==> src/rtl/sysprot_wdt_pkg.sv <==
package sysprot_wdt_pkg;
  localparam logic [1:0] ADR_CTRL = 2'd0;
  localparam logic [1:0] ADR_SVC  = 2'd1;
  localparam logic [1:0] ADR_VEC  = 2'd2;
  localparam logic [1:0] ADR_STAT = 2'd3;

  localparam logic [7:0] KEY_ARM  = 8'h55;
  localparam logic [7:0] KEY_FIRE = 8'hAA;

  localparam logic [7:0] VEC_RESET   = 8'h0F;
  localparam logic [7:0] STAT_HARD   = 8'h80;
  localparam logic [7:0] STAT_WDOG   = 8'h20;

  typedef struct packed {
    logic       wd_en;
    logic       act_rst;
    logic       psel;
    logic [1:0] tsel;
    logic       bm_en;
    logic [1:0] bm_sel;
  } ctrl_t;
endpackage

==> src/rtl/sysprot_wdt_regs.sv <==
module sysprot_wdt_regs
  import sysprot_wdt_pkg::*;
(
  input  logic       clk,
  input  logic       rst_n,
  input  logic       sys_rst,
  input  logic       wr_en,
  input  logic [1:0] addr,
  input  logic [7:0] wr_data,
  input  logic       fire_rst,
  output logic [7:0] rd_data,
  output ctrl_t      ctrl_o,
  output logic       kick,
  output logic [7:0] vec_o
);
  ctrl_t      ctrl_q, ctrl_d;
  logic       lock_q, lock_d;
  logic       arm_q, arm_d;
  logic [7:0] vec_q, vec_d;
  logic [7:0] stat_q, stat_d;
  logic       wr_ctrl, wr_svc, wr_vec, wr_stat;

  always_comb begin
    wr_ctrl = wr_en && (addr == ADR_CTRL);
    wr_svc  = wr_en && (addr == ADR_SVC);
    wr_vec  = wr_en && (addr == ADR_VEC);
    wr_stat = wr_en && (addr == ADR_STAT);

    ctrl_d = ctrl_q;
    lock_d = lock_q;
    if (wr_ctrl && !lock_q) begin
      ctrl_d = ctrl_t'(wr_data);
      lock_d = 1'b1;
    end

    kick  = 1'b0;
    arm_d = arm_q;
    if (wr_svc) begin
      if (wr_data == KEY_ARM) begin
        arm_d = 1'b1;
      end else begin
        arm_d = 1'b0;
        kick  = arm_q && (wr_data == KEY_FIRE);
      end
    end

    vec_d = wr_vec ? wr_data : vec_q;

    stat_d = stat_q;
    if (fire_rst)
      stat_d = STAT_WDOG;
    else if (wr_stat && (wr_data == 8'h00))
      stat_d = 8'h00;
  end

  always_ff @(posedge clk or negedge rst_n) begin
    if (!rst_n) begin
      ctrl_q <= '0;
      lock_q <= 1'b0;
      arm_q  <= 1'b0;
      vec_q  <= VEC_RESET;
    end else if (sys_rst) begin
      ctrl_q <= '0;
      lock_q <= 1'b0;
      arm_q  <= 1'b0;
      vec_q  <= VEC_RESET;
    end else begin
      ctrl_q <= ctrl_d;
      lock_q <= lock_d;
      arm_q  <= arm_d;
      vec_q  <= vec_d;
    end
  end

  // status survives sys_rst on purpose
  always_ff @(posedge clk or negedge rst_n) begin
    if (!rst_n) stat_q <= STAT_HARD;
    else        stat_q <= stat_d;
  end

  always_comb begin
    case (addr)
      ADR_CTRL: rd_data = ctrl_q;
      ADR_VEC:  rd_data = vec_q;
      ADR_STAT: rd_data = stat_q;
      default:  rd_data = 8'h00;
    endcase
  end

  assign ctrl_o = ctrl_q;
  assign vec_o  = vec_q;

  a_r1_ctrl_locked: assert property (@(posedge clk) disable iff (!rst_n)
    (lock_q && !sys_rst) |=> (ctrl_q == $past(ctrl_q)));

  a_r9_stat_kept: assert property (@(posedge clk) disable iff (!rst_n)
    (sys_rst && !fire_rst && !wr_stat) |=> (stat_q == $past(stat_q)));
endmodule

==> src/rtl/sysprot_wdt_timer.sv <==
module sysprot_wdt_timer #(
  parameter int TS_BASE_LOG2  = 9,
  parameter int PRESCALE_LOG2 = 9
) (
  input  logic       clk,
  input  logic       rst_n,
  input  logic       sys_rst,
  input  logic       en,
  input  logic       act_rst,
  input  logic       psel,
  input  logic [1:0] tsel,
  input  logic       kick,
  input  logic       irq_ack,
  output logic       irq_req,
  output logic       rst_req,
  output logic       fire_rst
);
  localparam int CNT_W = TS_BASE_LOG2 + 6;
  localparam int SH_W  = $clog2(CNT_W + 1);
  localparam int PRE_W = PRESCALE_LOG2;

  logic [CNT_W-1:0] cnt_q, cnt_d, lim_m1;
  logic [PRE_W-1:0] pre_q, pre_d;
  logic             irq_q, irq_d, rsq_q, rsq_d;
  logic [SH_W-1:0]  shamt;
  logic             tick, fire;

  always_comb begin
    shamt  = SH_W'(TS_BASE_LOG2) + SH_W'({tsel, 1'b0});
    lim_m1 = (CNT_W'(1) << shamt) - CNT_W'(1);
    tick   = !psel || (pre_q == '1);
    fire   = 1'b0;
    cnt_d  = cnt_q;
    pre_d  = pre_q;
    irq_d  = irq_q;
    rsq_d  = rsq_q;
    if (!en) begin
      cnt_d = '0;
      pre_d = '0;
      irq_d = 1'b0;
    end else if (kick) begin
      cnt_d = '0;
      pre_d = '0;
      irq_d = 1'b0;
    end else begin
      if (irq_ack) irq_d = 1'b0;
      if (!rsq_q) begin
        if (psel) pre_d = pre_q + PRE_W'(1);
        if (tick) begin
          if (cnt_q == lim_m1) begin
            cnt_d = '0;
            fire  = 1'b1;
          end else begin
            cnt_d = cnt_q + CNT_W'(1);
          end
        end
      end
      if (fire) begin
        if (act_rst) rsq_d = 1'b1;
        else         irq_d = 1'b1;
      end
    end
    fire_rst = fire && act_rst && !sys_rst;
  end

  always_ff @(posedge clk or negedge rst_n) begin
    if (!rst_n) begin
      cnt_q <= '0;
      pre_q <= '0;
      irq_q <= 1'b0;
      rsq_q <= 1'b0;
    end else if (sys_rst) begin
      cnt_q <= '0;
      pre_q <= '0;
      irq_q <= 1'b0;
      rsq_q <= 1'b0;
    end else begin
      cnt_q <= cnt_d;
      pre_q <= pre_d;
      irq_q <= irq_d;
      rsq_q <= rsq_d;
    end
  end

  assign irq_req = irq_q;
  assign rst_req = rsq_q;

  a_r2_one_action: assert property (@(posedge clk) disable iff (!rst_n)
    $onehot0({irq_q, rsq_q}));

  a_r5_idle_quiet: assert property (@(posedge clk) disable iff (!rst_n)
    !en |=> !irq_q);

  a_r6_irq_hold: assert property (@(posedge clk) disable iff (!rst_n)
    (irq_q && en && !kick && !irq_ack && !sys_rst) |=> irq_q);

  a_r7_rst_hold: assert property (@(posedge clk) disable iff (!rst_n)
    (rsq_q && !sys_rst) |=> rsq_q);
endmodule

==> src/rtl/sysprot_wdt_busmon.sv <==
module sysprot_wdt_busmon #(
  parameter int BM_BASE_LOG2 = 10
) (
  input  logic       clk,
  input  logic       rst_n,
  input  logic       sys_rst,
  input  logic       en,
  input  logic [1:0] bm_sel,
  input  logic       bus_start,
  input  logic       bus_ack,
  output logic       bus_err
);
  localparam int BM_W = BM_BASE_LOG2;
  localparam int SB_W = $clog2(BM_BASE_LOG2 + 1);

  logic [BM_W-1:0] cnt_q, cnt_d, lim_m1;
  logic [SB_W-1:0] shamt;
  logic            pend_q, pend_d, err_q, err_d;

  always_comb begin
    shamt  = SB_W'(BM_BASE_LOG2) - SB_W'(bm_sel);
    lim_m1 = (BM_W'(1) << shamt) - BM_W'(1);
    cnt_d  = cnt_q;
    pend_d = pend_q;
    err_d  = 1'b0;
    if (!en || bus_ack) begin
      cnt_d  = '0;
      pend_d = 1'b0;
    end else if (bus_start) begin
      cnt_d  = '0;
      pend_d = 1'b1;
    end else if (pend_q) begin
      if (cnt_q == lim_m1) begin
        cnt_d  = '0;
        pend_d = 1'b0;
        err_d  = 1'b1;
      end else begin
        cnt_d = cnt_q + BM_W'(1);
      end
    end
  end

  always_ff @(posedge clk or negedge rst_n) begin
    if (!rst_n) begin
      cnt_q  <= '0;
      pend_q <= 1'b0;
      err_q  <= 1'b0;
    end else if (sys_rst) begin
      cnt_q  <= '0;
      pend_q <= 1'b0;
      err_q  <= 1'b0;
    end else begin
      cnt_q  <= cnt_d;
      pend_q <= pend_d;
      err_q  <= err_d;
    end
  end

  assign bus_err = err_q;

  a_r10_err_single: assert property (@(posedge clk) disable iff (!rst_n)
    err_q |=> !err_q);

  a_r11_ack_no_err: assert property (@(posedge clk) disable iff (!rst_n)
    bus_ack |=> !err_q);
endmodule

==> src/rtl/sysprot_wdt.sv <==
module sysprot_wdt
  import sysprot_wdt_pkg::*;
#(
  parameter int TS_BASE_LOG2  = 9,
  parameter int PRESCALE_LOG2 = 9,
  parameter int BM_BASE_LOG2  = 10
) (
  input  logic       clk,
  input  logic       rst_n,
  input  logic       sys_rst,
  input  logic       wr_en,
  input  logic [1:0] addr,
  input  logic [7:0] wr_data,
  output logic [7:0] rd_data,
  input  logic       irq_ack,
  output logic       irq_req,
  output logic [7:0] irq_vector,
  output logic       rst_req,
  input  logic       bus_start,
  input  logic       bus_ack,
  output logic       bus_err
);
  ctrl_t ctrl;
  logic  kick, fire_rst;

  sysprot_wdt_regs u_regs (
    .clk(clk), .rst_n(rst_n), .sys_rst(sys_rst),
    .wr_en(wr_en), .addr(addr), .wr_data(wr_data),
    .fire_rst(fire_rst), .rd_data(rd_data),
    .ctrl_o(ctrl), .kick(kick), .vec_o(irq_vector)
  );

  sysprot_wdt_timer #(
    .TS_BASE_LOG2(TS_BASE_LOG2), .PRESCALE_LOG2(PRESCALE_LOG2)
  ) u_timer (
    .clk(clk), .rst_n(rst_n), .sys_rst(sys_rst),
    .en(ctrl.wd_en), .act_rst(ctrl.act_rst), .psel(ctrl.psel),
    .tsel(ctrl.tsel), .kick(kick), .irq_ack(irq_ack),
    .irq_req(irq_req), .rst_req(rst_req), .fire_rst(fire_rst)
  );

  sysprot_wdt_busmon #(
    .BM_BASE_LOG2(BM_BASE_LOG2)
  ) u_busmon (
    .clk(clk), .rst_n(rst_n), .sys_rst(sys_rst),
    .en(ctrl.bm_en), .bm_sel(ctrl.bm_sel),
    .bus_start(bus_start), .bus_ack(bus_ack), .bus_err(bus_err)
  );
endmodule

==> config.mk <==
export PLATFORM = sky130hd
export DESIGN_NAME = sysprot_wdt
export DESIGN_NICKNAME = d
export VERILOG_FILES = /design/src/rtl/sysprot_wdt_pkg.sv /design/src/rtl/sysprot_wdt_regs.sv /design/src/rtl/sysprot_wdt_timer.sv /design/src/rtl/sysprot_wdt_busmon.sv /design/src/rtl/sysprot_wdt.sv
export SDC_FILE = /design/constraint.sdc
export NUM_CORES = 1
export LEC_CHECK = 0
export ABC_AREA = 0
export BUFFER_PORTS_ARGS = -buffer_cell sky130_fd_sc_hd__buf_2
export CORE_ASPECT_RATIO = 0.5
export CORE_MARGIN = 10
export CORE_UTILIZATION = 35
export CTS_CLUSTER_SIZE = 8
export DETAILED_ROUTE_END_ITERATION = 12
export GPL_TIMING_DRIVEN = 0
export SETUP_SLACK_MARGIN = 0.02
export SYNTH_ARGS = -nofsm -noshare
export SYNTH_HDL_FRONTEND = slang
export SYNTH_SLANG_ARGS = --single-unit
==> constraint.sdc <==
create_clock -name clk -period 2.3 [get_ports clk]
set_input_delay 0.345 -clock clk [delete_from_list [all_inputs] [get_ports clk]]
set_output_delay 0.345 -clock clk [all_outputs]
set_load 0.01 [all_outputs]
# After elaboration in Yosys (flattened, before gate mapping)
# Cells that the tools add are included.
word_totals:
  word_cells: 124
  regBits: 64
  output_inout_bits: 19
  in_bits: 17
op_classes:
  n_reduce_logical: 28
  n_addsub: 7
  mux: 58
  shifts: 2
  n_eq_ne: 12
op_table:
  columns: ["cell", "n"]
  rows:
  - ["$mux 15", 6]
  - ["$mux 10", 5]
  - ["$mux 8", 6]
  - ["$mux 9", 5]
  - ["$mux 1", 35]
  - ["$pmux 8 s3", 1]
  - ["$add 15x1->15 const B", 1]
  - ["$eq 15x15->1", 1]
  - ["$shl 1x4->15 const A", 1]
  - ["$sub 15x2->15 const B", 1]
  - ["$reduce_bool 2->1", 7]
  - ["$add 10x1->10 const B", 1]
  - ["$eq 10x10->1", 1]
  - ["$shl 1x4->10 const A", 1]
  - ["$sub 10x2->10 const B", 1]
  - ["$add 9x1->9 const B", 1]
  - ["$eq 9x9->1 const B", 1]
  - ["$logic_and 1x1->1", 9]
  - ["$eq 8x7->1 const B", 1]
  - ["$eq 8x8->1 const B", 1]
  - ["$logic_not 8->1", 1]
  - ["$ne 4x4->1 const B", 2]
  - ["$add 4x3->4 const A", 1]
  - ["$eq 2x2->1 const B", 2]
  - ["10 further kinds", 15]

# Longest topological paths before layout
logic_depth:
  word_depth: 14
  mapped_depth: 10
  ltp_nobuf: 9

# Cells and area by module
# A second synthesis with hierarchy kept.
unflattened:
  hier_cells: 352
  hier_area_um2: 3304.4
by_module_without_submodules:
  columns: ["mod", "cells_per_inst", "area_per_inst_um2", "instances", "seq_area_each_um2"]
  rows:
  - ["sysprot_wdt_timer", 166, 1520.2, 1, 650.6]
  - ["sysprot_wdt_regs", 110, 1064.8, 1, 506.7]
  - ["sysprot_wdt_busmon", 76, 719.4, 1, 300.3]

# Least setup slack after synthesis
# No wires, ideal clock.
synth_path:
  path_type: "reg-to-reg"
  from: "register u_timer.cnt_q[10]"
  to: "register u_regs.stat_q[7]"
  stages_incl_launch_ff: 7
  setup_time_ps: 78
  period_less_slack_ps: 1970
  t_arrival_ps: 1892
  path_buffers: 1
  path_slack_ps: 330
  required_ps: 2222
  path_cell_list: "dfrtp_1 -> buf_6 -> or3_1 -> a211oi_2 -> o2111ai_2 -> or4_1 -> and3_1"
synth_between:
  elab_chain_len: 11
  word_cells_on_any_way: 12
  classes_between: "1 x eq/ne; 8 x mux; 3 x reduce/logical"
synth_lines:
  columns: ["item", "line_no", "rtl"]
  rows:
  - ["start, declared", "sysprot_wdt_timer.sv:22", "logic [CNT_W-1:0] cnt_q, cnt_d, lim_m1;"]
  - ["start signal, assigned", "sysprot_wdt_timer.sv:78", "cnt_q <= cnt_d;"]
  - ["$eq 15x15->1 *", "sysprot_wdt_timer.sv:50", "if (cnt_q == lim_m1) begin"]
  - ["$mux 1 *", "sysprot_wdt_timer.sv:50", null]
  - ["$mux 1 *", "sysprot_wdt_timer.sv:49", "if (tick) begin"]
  - ["$mux 1 *", "sysprot_wdt_timer.sv:47", "if (!rsq_q) begin"]
  - ["$mux 1 *", "sysprot_wdt_timer.sv:41", "end else if (kick) begin"]
  - ["$mux 1 *", "sysprot_wdt_timer.sv:37", "if (!en) begin"]
  - ["$mux 1 *", "sysprot_wdt_timer.sv:41", null]
  - ["$mux 1 *", "sysprot_wdt_timer.sv:37", null]
  - ["$logic_and 1x1->1 * (2 in series)", "sysprot_wdt_timer.sv:63", "fire_rst = fire && act_rst && !sys_rst;"]
  - ["$mux 8 / $reduce_bool 2->1 (equally long branches)", null, null]
  - ["end signal, assigned", "sysprot_wdt_regs.sv:78", "else stat_q <= stat_d;"]
  - ["end, declared", "sysprot_wdt_regs.sv:20", "logic [7:0] stat_q, stat_d;"]
# Mark *: on every way between the ends. The rest lies on a longest branch, timed or not. The select of a mux whose other input is x is not followed.
# A chain may end at the register's enable or synchronous reset.

# Final worst setup path
# Ends and elaborated chain as after synthesis.

==> results.txt <==
* TNS Setup: 0 ps
- The number of global-route vias before repair is 2657.
* Count of synthesis-stage warnings from yosys: 0
- After detailed routing, the average wire length per cell comes to 14.7 um.
- Setup repair after global routing left no endpoint under its margin.
* Overall power consumption: 2560 uW
* Worst max-slew margin expressed relative to the limit: 0.391
- Number of cells in the design after placement: 498
- Final standard cell count with taps included and fillers excluded: 514
- Half-perimeter wire length after detailed placement: 5380 um
- Switching share of power: 0.215
- Buffer levels on the longest clock path: 2
* Critical Path Start Type: register
* Worst flop-to-flop path startpoint: u_timer.cnt_q[10]$_DFFE_PN0P_
- GPL Wtd Cong: 0.829
* Syn avg cell area: 8.98 um^2
- For the final database, setup skew stands at 7.23 ps.
* CP max FO: 8
- Netlist Area Pre-Place: 3110 um^2
* Slowest stage cell on the critical path: sky130_fd_sc_hd__or4_1
- Number of H-tree levels: 3
- Data on the critical path is required at its endpoint by 2560 ps.
- Status: finished clean
* Worst Slack Setup Final: 199 ps
- The most critical setup path has its startpoint at u_timer.cnt_q[10]$_DFFE_PN0P_.
- Together, buffers and inverters on the worst path number 1.
- The floorplan step defined a die boundary enclosing 13300 um^2.
- Category of cells accounting for the largest share of critical-path delay: simple AND/OR/NAND/NOR gates
- Post-route antenna net violation count: 0
- met2 is the most crowded layer.
- Number of clock buffers inserted by TritonCTS: 9
- Top-level I/O count: 36
* Clock share of power: 0.534
* Hold crit path type: in2async
* Final wirelength: 7540 um
- Number of max-slew violations in the final report: 0
- For this run, global-route usage on met3 was measured as 0.0356.
* Final cycle utilization of the critical path: 0.913
- Prior to clock tree synthesis, the placed netlist has a worst setup slack of 67.3 ps.
- Signed area change from the synthesized netlist to the final layout: 20.6%
- Int Pwr: 2010 uW
- After the first detailed-routing iteration, the DRC count stood at 144.
* Buffers added on ports: 35
* Worst-Skew Late Latency: 330 ps
- Clock Sink Count: 58
- The worst setup path is of the reg2reg kind.
* First-pass iteration count of the detailed router: 4
- Static leakage: 0.00166 uW
- Data arrives at the worst endpoint at 2360 ps.
- From bottom edge to top edge, the die measures 86.6 um.
- VDD sags by at most 0.334 mV.
* CTS tree: yes
- Of the synthesized area, sequential elements account for 0.469.
- The first global-routing pass estimated 12900 um of wire.
- In the global route stage, overall resource usage came out at 0.118.
* CTS-repair resized insts: 0
* Clock transition at path regs: 50 ps
- Horizontal extent of the die: 153 um
* Fraction of the core area covered by cells at the end of the flow: 0.432
* Ys async rst share: 1.00
- The share of synthesized area in the top cell type comes to 0.427.
- Final Hold Violating Endpoints: 0
* Chain of cells forming the critical path: buf_6 -> or3_1 -> a211oi_2 -> o2111ai_2 -> or4_1 -> and3_1
- After synthesis, the cell types taking the most area are sky130_fd_sc_hd__dfrtp_1, sky130_fd_sc_hd__nor2_1, sky130_fd_sc_hd__nand2_1, sky130_fd_sc_hd__mux2i_1, sky130_fd_sc_hd__dfstp_2.
- Of the cells placed in the final design, the portion with a size suffix greater than 1 is 0.169.
- The number of hold buffers added after CTS was 0.
* Number of nets at the end of the flow: 413
* Instance count of the mapped netlist: 346
- Met1 layer usage reported by global route: 0.138
- Synthesized Nets: 367
- CTS placed an instance of sky130_fd_sc_hd__clkbuf_16 at the clock tree root.
- Timing would allow up to 476 MHz.
- Power per unit of standard cell area: 684 nW/um^2
- Synthesis instantiated 45 different standard cells from the library.
- The share of total power dissipated in sequential elements is 0.410.
- Standard cell core area: 8680 um^2
- In the routed layout, each cell is associated on average with a via count of 5.12.
- Starting density of the core: 0.358
- Total number of vias: 2634
* Worst Max-Slew Pin Slew: 906 ps
- Setup slack on the worst reg-to-reg path comes out at 200 ps.
- Counting flops with a built-in enable in the synthesized netlist gives 0.
- The floorplan has 24 rows.
- Count of state elements after synthesis: 58
* Number of maximum-capacitance violations: 0
- GRT met2 Usage: 0.204
- Endpoint kind of the worst setup timing path: register
- In this design, the stage delay of the slowest critical-path cell is 540 ps.
- Diode count: 0
* Setup-failing EPs final: 0
- Maximum number of pins on one net before global-route repair: 59
- The share of total power dissipated in combinational logic is 0.056.
- Buffers inserted by post-CTS timing repair: 0
* Total DRC errors in the routed layout: 0
- The clock period could shrink to 2100 ps.
- Summed over all nets, the switching power comes to 549 uW.
- For this run the aggregate overflow at the end of global routing stands at 0.
- The synthesized design spends more area on one cell type than any other, namely sky130_fd_sc_hd__dfrtp_1.
- Top flip-flop cell by instance count after synthesis: sky130_fd_sc_hd__dfrtp_1
* Initial antenna violation count: 0
cell usage in the layout, fill, tap and decap left out, types with 6 or more instances in the layout:
cell type	instances
sky130_fd_sc_hd__clkbuf_1	12
sky130_fd_sc_hd__inv_1	7
sky130_fd_sc_hd__nand3_1	25
sky130_fd_sc_hd__o21ai_0	7
sky130_fd_sc_hd__dfrtp_1	53
sky130_fd_sc_hd__xnor2_1	6
sky130_fd_sc_hd__xor2_1	13
sky130_fd_sc_hd__a21oi_1	17
sky130_fd_sc_hd__nand2_1	48
sky130_fd_sc_hd__mux2i_1	14
sky130_fd_sc_hd__buf_2	36
sky130_fd_sc_hd__nor2_1	52
sky130_fd_sc_hd__nand4_1	9
sky130_fd_sc_hd__clkbuf_16	9
path summary, 6_finish.rpt:
check | end | cells after the start
max in group asynchronous | u_busmon.cnt_q[8]$_DFFE_PN0P_ | 1
min in group clk | u_busmon.pend_q$_DFF_PN0_ | 2
hold reg to reg | u_regs.stat_q[5]$_DFFE_PN0P_ | 2
setup / recovery | u_regs.stat_q[7]$_DFFE_PN1P_ | 6
setup reg to reg | u_regs.stat_q[7]$_DFFE_PN1P_ | 6
hold / removal | u_timer.cnt_q[1]$_DFFE_PN0P_ | 1
sequential cells by signal (all words and copies together) (netlist names), 2 cells and up:
| register | cells |
|---|---|
| u_busmon.cnt_q | 10 |
| u_regs.ctrl_o | 8 |
| u_timer.pre_q | 9 |
| u_regs.vec_o | 8 |
| u_regs.stat_q | 2 |
| u_timer.cnt_q | 15 |
per-stage QoR:
step / hold WS (ps) / cell area (um^2)
after floorplan: 49.4 / 3110
after CTS: 208 / 3740
after global routing: 158 / 3750
final: 88.4 / 3750
after global placement: 464 / 3430
after detailed placement: 456 / 3430
cells in the mapped netlist (2+ instances only):
cell type	instances
sky130_fd_sc_hd__dfrtp_1	53
sky130_fd_sc_hd__nor2_1	52
sky130_fd_sc_hd__nand2_1	48
sky130_fd_sc_hd__nand3_1	25
sky130_fd_sc_hd__a21oi_1	17
sky130_fd_sc_hd__mux2i_1	14
sky130_fd_sc_hd__xor2_1	13
sky130_fd_sc_hd__clkbuf_1	11
sky130_fd_sc_hd__nand4_1	9
sky130_fd_sc_hd__inv_1	7
sky130_fd_sc_hd__o21ai_0	7
sky130_fd_sc_hd__xnor2_1	6
sky130_fd_sc_hd__a211o_1	5
sky130_fd_sc_hd__a31oi_1	5
sky130_fd_sc_hd__and3_1	5
sky130_fd_sc_hd__dfstp_2	5
sky130_fd_sc_hd__nand2b_1	5
sky130_fd_sc_hd__nand3b_1	5
sky130_fd_sc_hd__nor3_1	5
sky130_fd_sc_hd__or3_1	5
sky130_fd_sc_hd__and4_1	4
sky130_fd_sc_hd__ha_1	4
sky130_fd_sc_hd__and2_1	3
sky130_fd_sc_hd__nor4_1	3
sky130_fd_sc_hd__or2_2	3
sky130_fd_sc_hd__a211oi_2	2
sky130_fd_sc_hd__a21o_1	2
sky130_fd_sc_hd__a22o_1	2
sky130_fd_sc_hd__a311oi_1	2
sky130_fd_sc_hd__buf_1	2
sky130_fd_sc_hd__nor2b_1	2
sky130_fd_sc_hd__nor4b_1	2
final cells by class:
class                      count  area (um^2)
tap                          117          146
timing repair buffer          35          178
clock inverter                 2         35.0
sequential                    58         1460
multi-input combinational    266         1560
inverter                       7         26.3
clock buffer                  14          274
fill                         851         4930
buffer                        15         66.3
power by group through the flow:
stage | clock [uW] | combinational, uW | sequential [uW]
detailed placement | 0 | 145 | 1070
global route | 1460 | 161 | 1050
CTS | 1400 | 146 | 1050
global placement | 0 | 144 | 1070
floorplan | 0 | 65.8 | 1070
finish | 1370 | 143 | 1050
cell families (layout without fill, tap and decap cells):
kind of cell | Yosys count | in the layout | share of synthesized area
multiplexers | 14 | 14 | 0.0451
adder cells (fa/ha/maj) | 4 | 4 | 0.0161
AND/OR/NAND/NOR | 179 | 179 | 0.277
buffers and inverters | 22 | 73 | 0.0294
flip-flops | 58 | 58 | 0.469
AO/OA/AOI/OAI | 50 | 50 | 0.110
XOR/XNOR | 19 | 19 | 0.0536
per-layer routing:
layer / vias to the layer above / routed length (um)
li1: 1309 / -
met1: 1282 / 3440
met2: 35 / 3780
met3: 8 / 241
met4: 0 / 81
met5: - / 0
worst reg2reg max path: cells and delay by family, from the launching register on:
family / cells / cell delay (ps)
AND/OR/NAND/NOR: 3 / 1090
AO/OA/AOI/OAI: 2 / 430
flip-flops: 1 / 370
buffers and inverters: 1 / 130
No activity file was read; power rests on OpenSTA's default activity.
